### src/rtl/hexscan_pkg.sv
package hexscan_pkg;
  localparam int DIGITS = 4;
  localparam int SEL_W  = $clog2(DIGITS);
  localparam int NIB_W  = 4;
  localparam int SEG_W  = 7;
  localparam int FIELD_W = DIGITS * NIB_W;

  typedef logic [SEG_W-1:0] seg_t;
  typedef logic [NIB_W-1:0] nib_t;
  typedef logic [DIGITS-1:0] an_t;

  // idle images shown while reset is held: digit 0 lit with glyph 0
  localparam an_t  AN_RESET  = 4'b1110;
  localparam seg_t SEG_RESET = 7'h40;
endpackage

### src/rtl/hexscan_counter.sv
module hexscan_counter #(
  parameter int CNT_W = 38
) (
  input  logic             clk,
  input  logic             rst,
  output logic [CNT_W-1:0] cnt_o
);
  logic [CNT_W-1:0] cnt_q;

  always_ff @(posedge clk) begin
    if (rst) cnt_q <= '0;
    else     cnt_q <= cnt_q + 1'b1;
  end

  assign cnt_o = cnt_q;
endmodule

### src/rtl/hexscan_digit_sel.sv
module hexscan_digit_sel
  import hexscan_pkg::*;
(
  input  logic [SEL_W-1:0]   sel_i,
  input  logic [FIELD_W-1:0] field_i,
  output nib_t               nib_o,
  output an_t                an_n_o
);
  nib_t nibs [DIGITS];

  // slice the value field into one nibble per digit
  for (genvar d = 0; d < DIGITS; d++) begin : g_nib
    assign nibs[d] = field_i[d*NIB_W +: NIB_W];
  end

  always_comb begin
    nib_o  = nibs[sel_i];
    an_n_o = ~(an_t'(1) << sel_i);
  end
endmodule

### src/rtl/hexscan_seg_dec.sv
module hexscan_seg_dec
  import hexscan_pkg::*;
(
  input  nib_t nib_i,
  output seg_t seg_n_o
);
  seg_t lit;

  // active-high pattern, bit0 = a ... bit6 = g
  always_comb begin
    unique case (nib_i)
      4'h0: lit = 7'h3F;
      4'h1: lit = 7'h06;
      4'h2: lit = 7'h5B;
      4'h3: lit = 7'h4F;
      4'h4: lit = 7'h66;
      4'h5: lit = 7'h6D;
      4'h6: lit = 7'h7D;
      4'h7: lit = 7'h07;
      4'h8: lit = 7'h7F;
      4'h9: lit = 7'h6F;
      4'hA: lit = 7'h77;
      4'hB: lit = 7'h7C;
      4'hC: lit = 7'h39;
      4'hD: lit = 7'h5E;
      4'hE: lit = 7'h79;
      default: lit = 7'h71;
    endcase
    seg_n_o = ~lit;
  end
endmodule

### src/rtl/hexscan_top.sv
module hexscan_top
  import hexscan_pkg::*;
#(
  parameter int CNT_W   = 38,
  parameter int SEL_LSB = 17,
  parameter int NIB_LSB = 22
) (
  input  logic       clk,
  input  logic       rst,
  output logic [3:0] an_n,
  output logic [6:0] seg_n
);
  localparam int SEL_MSB = SEL_LSB + SEL_W - 1;
  localparam int NIB_MSB = NIB_LSB + FIELD_W - 1;

  logic [CNT_W-1:0] cnt_w;
  nib_t             nib_w;
  an_t              an_w;
  seg_t             seg_w;
  an_t              an_q;
  seg_t             seg_q;

  hexscan_counter #(.CNT_W(CNT_W)) u_cnt (
    .clk  (clk),
    .rst  (rst),
    .cnt_o(cnt_w)
  );

  hexscan_digit_sel u_sel (
    .sel_i  (cnt_w[SEL_MSB:SEL_LSB]),
    .field_i(cnt_w[NIB_MSB:NIB_LSB]),
    .nib_o  (nib_w),
    .an_n_o (an_w)
  );

  hexscan_seg_dec u_dec (
    .nib_i  (nib_w),
    .seg_n_o(seg_w)
  );

  // one output stage: anode and segments move on the same edge
  always_ff @(posedge clk) begin
    if (rst) begin
      an_q  <= AN_RESET;
      seg_q <= SEG_RESET;
    end else begin
      an_q  <= an_w;
      seg_q <= seg_w;
    end
  end

  assign an_n  = an_q;
  assign seg_n = seg_q;
endmodule

### config.mk
export PLATFORM = sky130hd
export DESIGN_NAME = hexscan_top
export DESIGN_NICKNAME = d
export VERILOG_FILES = /design/src/rtl/hexscan_pkg.sv /design/src/rtl/hexscan_counter.sv /design/src/rtl/hexscan_digit_sel.sv /design/src/rtl/hexscan_seg_dec.sv /design/src/rtl/hexscan_top.sv
export SDC_FILE = /design/constraint.sdc
export NUM_CORES = 1
export LEC_CHECK = 0
export ABC_AREA = 1
export BUFFER_PORTS_ARGS = -buffer_cell sky130_fd_sc_hd__buf_2
export CORE_MARGIN = 3
export CORE_UTILIZATION = 45
export DETAILED_ROUTE_END_ITERATION = 16
export RECOVER_POWER = 25
export SYNTH_ARGS = -nofsm -noshare
export SYNTH_HDL_FRONTEND = slang
export SYNTH_SLANG_ARGS = --single-unit
### constraint.sdc
create_clock -name clk -period 4.04 [get_ports clk]
set_clock_uncertainty 0.05 [all_clocks]
set_input_delay 0.606 -clock clk [delete_from_list [all_inputs] [get_ports clk]]
set_output_delay 0.606 -clock clk [all_outputs]
set_load 0.05 [all_outputs]
-- Word-level counts from Yosys, hierarchy flattened
Memories as Yosys holds them, arrays and structs flattened.
Index checks and enable logic that the tools add are counted.
- bits in registers: 49
- ROM bits: 112
- bits of input ports: 2
- memories: 1
- add/subtract/negate cells: 1
- order comparisons: 1
- shift-type cells: 1
- muxes and demuxes: 3
- bitwise logic cells: 3
- memory list (name ; words ; bits a word ; read ports ; clocked after memory_dff ; wr ports ; line ; RTL):
    (name not given) ; 16 ; 7 ; 1 ; 0 ; 0 ; hexscan_seg_dec.sv:11 ; unique case (nib_i)
- operator list (operator ; number):
    adder 38 x 1 -> 38 bit (second input constant) ; 1
    binary-select mux 4 bit (select 2 bit) ; 1
    2-to-1 mux 4 bit ; 2
    inverter 7 bit ; 1
    inverter 4 bit ; 1
    << shifter 1 x 2 -> 4 bit (first input constant) ; 1
    >= comparator 3 bit (second input constant) ; 1
    inverter 2 -> 3 bit ; 1

-- Longest topological paths before layout
An unclocked memory read counts as a cell.
- depth after elaboration: 6
- depth in mapped cells: 11

-- Cells and area by module
Synthesis repeated with hierarchy kept, for this count alone.
- cells, all modules: 431
- area total of the unflattened synthesis: 2766.4 um2
- by module, submodules not included (module ; times used ; cells an instance ; area each (um2)):
    hexscan_counter ; 1 ; 305 ; 2018.2
    hexscan_top ; 1 ; 35 ; 317.8
    hexscan_seg_dec ; 1 ; 48 ; 261.5
    hexscan_digit_sel ; 1 ; 43 ; 168.9

-- Worst setup path after synthesis
Ideal clock, no wire load.
- path kind: register -> register
- start point: register u_cnt.cnt_q[18], in the netlist u_cnt.cnt_o[18]
- end point: register seg_q[5], in the netlist seg_n[5]
- setup time: 0.112 ns
- arrival time: 1.501 ns
- data required time: 3.878 ns
- setup slack: 2.378 ns
- stages on the path, launching flop included: 11
- period minus slack after synthesis: 1.662 ns
- cells stage by stage: dfxtp_1 > inv_1 > nand2_1 > o22ai_1 > nor2_1 > inv_1 > ha_1 > nand2_1 > o21ai_0 > nor2_1 > nor2_1
- cells in the longest elaborated chain, start to end: 6
- RTL lines (item ; line ; RTL):
    from (decl) ; hexscan_counter.sv:8 ; logic [CNT_W-1:0] cnt_q;
    from (signal assigned) ; hexscan_counter.sv:12 ; else cnt_q <= cnt_q + 1'b1;
    inverter 2 -> 3 bit (not written as such) ; hexscan_digit_sel.sv:17 ; nib_o = nibs[sel_i];
    binary-select mux 4 bit (select 2 bit) ; hexscan_digit_sel.sv:17 ;
    2-to-1 mux 4 bit (not written as such) (2 in a row) ; hexscan_digit_sel.sv:17 ;
    memory (16 x 7 bit) ; - ;
    inverter 7 bit ; hexscan_seg_dec.sv:29 ; seg_n_o = ~lit;
    to (signal assigned) ; hexscan_top.sv:48 ; seg_q <= seg_w;
    to (decl) ; hexscan_top.sv:21 ; seg_t seg_q;
Every way passes these cells. The select of a mux whose other input is x is not followed.
A chain may end at the register's enable or synchronous reset.

==> metrics.yaml <==
tightest_slew_ns: 1.303
final_antenna_net_count: 0
synth_nets: 417
dieArea_sq_mm: 0.006879
synth_compound_area_share_pct: 6.529
synth_common_cells: "nand2_1, nor2_1, dfxtp_1, inv_1, nand3_1"
gp_routability_congestion: 0.8669
yosysTopAreaCellShare_pct: 36.82
finalMaxSlewViolations: 0
r2r_end: "seg_n[5]"
wl_met3_um: 256
post-route-min-period_ns: 2.401
cts_tree: "yes"
hold_start: "u_cnt.cnt_o[0]"
start_util_pct: 47.50
htreeDepth: 2
hp-class: "flop to flop"
wire_per_inst_um: 12.79
route.met2.wl_um: 2663
p_switching_mw: 0.1859
cts_setup_buffers: 0
ys_seq_elements: 49
outcome: "finished, final reports clean"
cts_root_buffer: "clkbuf_8"
synth_warnings: 0
p_per_area_mw_per_mm2: 302.8
p_leak_nw: 1.051
dpl.cell_count: 486
diodes: 0
worst_slack_ns: 1.639
clkLatencyLatePin_ns: 0.31
critical_path_required_ns: 4.19
rsz0062_at_grt: "no"
combPwrFrac_pct: 1.8
area_growth_syn_to_layout_pct: 8.643
crit_arrival_ns: 2.55
p_int_mw: 0.6904
core_area_sq_mm: 0.005608
synth_xor_xnor_area_share_pct: 3.617
synth_fa_ha_area_share_pct: 3.288
cts_resized: 0
yosysUniqueCellTypes: 30
vias_per_cell: 5.036
grt_pass1_vias: 2263
die_y_um: 82.94
wl_um: 6319
dr.pass1.iters: 5
synthMuxAreaShare_pct: 0
p_total_mw: 0.8763
cts_buffer_depth: 2
rr_startpoint: "u_cnt.cnt_o[18]"
met1_length_um: 3340
r2r_cells: 10
drcViolationCount: 0
swShare_pct: 21.21
worstPathMaxFanout: 29
drtIter0Drc: 168
synth_area_leader_cell: "dfxtp_1"
min_path_cells: 1
maxCapViolCount: 0
cts-buffers-inserted: 5
dr.max_layer_used: "met4"
vias: 2488
dp_hpwl_um: 4807
async_flop_share_pct: 0
grt_pass1_wl_um: 10920
drive_above_1_share_pct: 7.583
syn_inst: 408
nets: 430
startpoint_type: "input port"
path_clk_slew_ns: 0.09
tns_ns: 0
synth.area.top_cells: "dfxtp_1, nand2_1, nor2_1"
r2r_slack_ns: 1.93
fillers: 631
synth_top_family_by_area: "simple AND/OR/NAND/NOR gates"
slew_headroom_pct: 13.11
die_x_um: 82.94
p_clk_share_pct: 42.6
setup_viol_count_final: 0
synth_area_per_cell_sq_um: 6.529
ys.flop_type: "dfxtp_1"
timing.final.crit_share_pct: 59.42
critPathKind: "input port to flop"
synth_area_sq_mm: 0.002664
cts_sinks: 49
synth_most_common_cell: "nand2_1"
io_pins: 13
final_cells: 494
port_buffers: 12
cts_hold_buffers: 0
peakVddDrop_mv: 0.1421
min_to: "u_cnt.cnt_o[0]"
antenna_found_initial: 0
grt_max_degree: 30
fmax_ghz: 0.4166
synth_simple_gate_area_share_pct: 42.93
ys_seq_area_share_pct: 36.82
pwr-share-seq_pct: 55.6
grt.overflow.total: 0
track_usage_pct: 18.96
dp_slack_ns: 1.971
hold_violations: 0
fp-row-count: 27
synth-edff-count: 0
endpoint_kind: "flop"
## how the worst max path moves through the flow
stage / from / endpoint / slack, ns / depth (start not counted)
after floorplan: u_cnt.cnt_o[18] / seg_n[5] / 2.38 / 10
after global placement: u_cnt.cnt_o[17] / seg_n[5] / 1.98 / 10
after detailed placement: u_cnt.cnt_o[17] / seg_n[5] / 1.97 / 10
after CTS: u_cnt.cnt_o[17] / seg_n[5] / 1.96 / 10
after global routing: rst / u_cnt.cnt_o[3] / 1.33 / 4
final: rst / seg_n[2] / 1.64 / 4
## flip-flops by register name, indices dropped and copies added (netlist names)
name         flops
an_n             4
seg_n            7
u_cnt.cnt_o     38
## cells by family (layout without fill, tap and decap cells)
kind of cell | Yosys count | in the layout
and+or+nand+nor | 263 | 263
adders and majority gates | 7 | 7
AOI/OAI and AO/OA | 33 | 33
DFF | 49 | 49
buffers and inverters | 45 | 59
xor gates and xnor gates | 11 | 11
## layout make-up
class	instances	area (sq um)	share of cell area (%)
Timing Repair Buffer	12	53.80	1.859
Inverter	39	147.6	5.102
Clock inverter	2	37.54	1.297
Clock buffer	6	82.58	2.853
Multi-Input combinational cell	314	1501	51.88
Sequential cell	49	980.9	33.90
Tap cell	72	90.09	3.113
## through the flow
stage	hold WS (ns)	util, %	area (sq um)
6_report	0.4162	51.61	2894
3_5_place_dp	0.3977	49.58	2780
3_3_place_gp	0.3970	49.58	2780
4_1_cts	0.4196	51.72	2900
5_1_grt	0.4347	51.61	2894
2_1_floorplan	0.3788	-	2664
## power by group through the flow
| stage | Sequential, mW | Clock, mW | Combinational, mW |
|---|---|---|---|
| after floorplan | 0.498 | 0 | 0.0127 |
| after global routing | 0.488 | 0.403 | 0.0184 |
| after detailed placement | 0.499 | 0 | 0.0161 |
| after global placement | 0.498 | 0 | 0.0155 |
| after CTS | 0.487 | 0.382 | 0.0160 |
| final | 0.487 | 0.374 | 0.0157 |
## cell usage in the layout (no fill, tap or decap)
| master | count |
|---|---|
| a211oi_1 | 1 |
| a21oi_1 | 20 |
| a31oi_1 | 1 |
| and2_1 | 2 |
| buf_2 | 7 |
| bufinv_16 | 1 |
| clkbuf_1 | 5 |
| clkbuf_8 | 6 |
| clkinv_2 | 1 |
| clkinvlp_4 | 1 |
| dfxtp_1 | 49 |
| ha_1 | 7 |
| inv_1 | 37 |
| inv_2 | 1 |
| nand2_1 | 118 |
| nand2_4 | 2 |
| nand2b_1 | 1 |
| nand3_1 | 30 |
| nand3_2 | 3 |
| nand3b_1 | 2 |
| nand4_1 | 7 |
| nor2_1 | 84 |
| nor2_2 | 5 |
| nor2_4 | 4 |
| nor3_1 | 3 |
| nor3b_1 | 1 |
| o21a_1 | 1 |
| o21ai_0 | 8 |
| o22ai_1 | 2 |
| or2_2 | 1 |
| xnor2_1 | 2 |
| xor2_1 | 9 |
## critical path, cell delays in order
cell and delay, ns:
clkbuf_1 0.93, inv_1 0.71, o21ai_0 0.23, a21oi_1 0.07
## layer usage
layer,global-route usage (%),up-vias
met5,0,-
met1,28.32,1132
li1,-,1309
met2,28.64,41
met4,4.012,0
met3,2.976,6
Note: power is estimated with default switching activity, not from simulation.
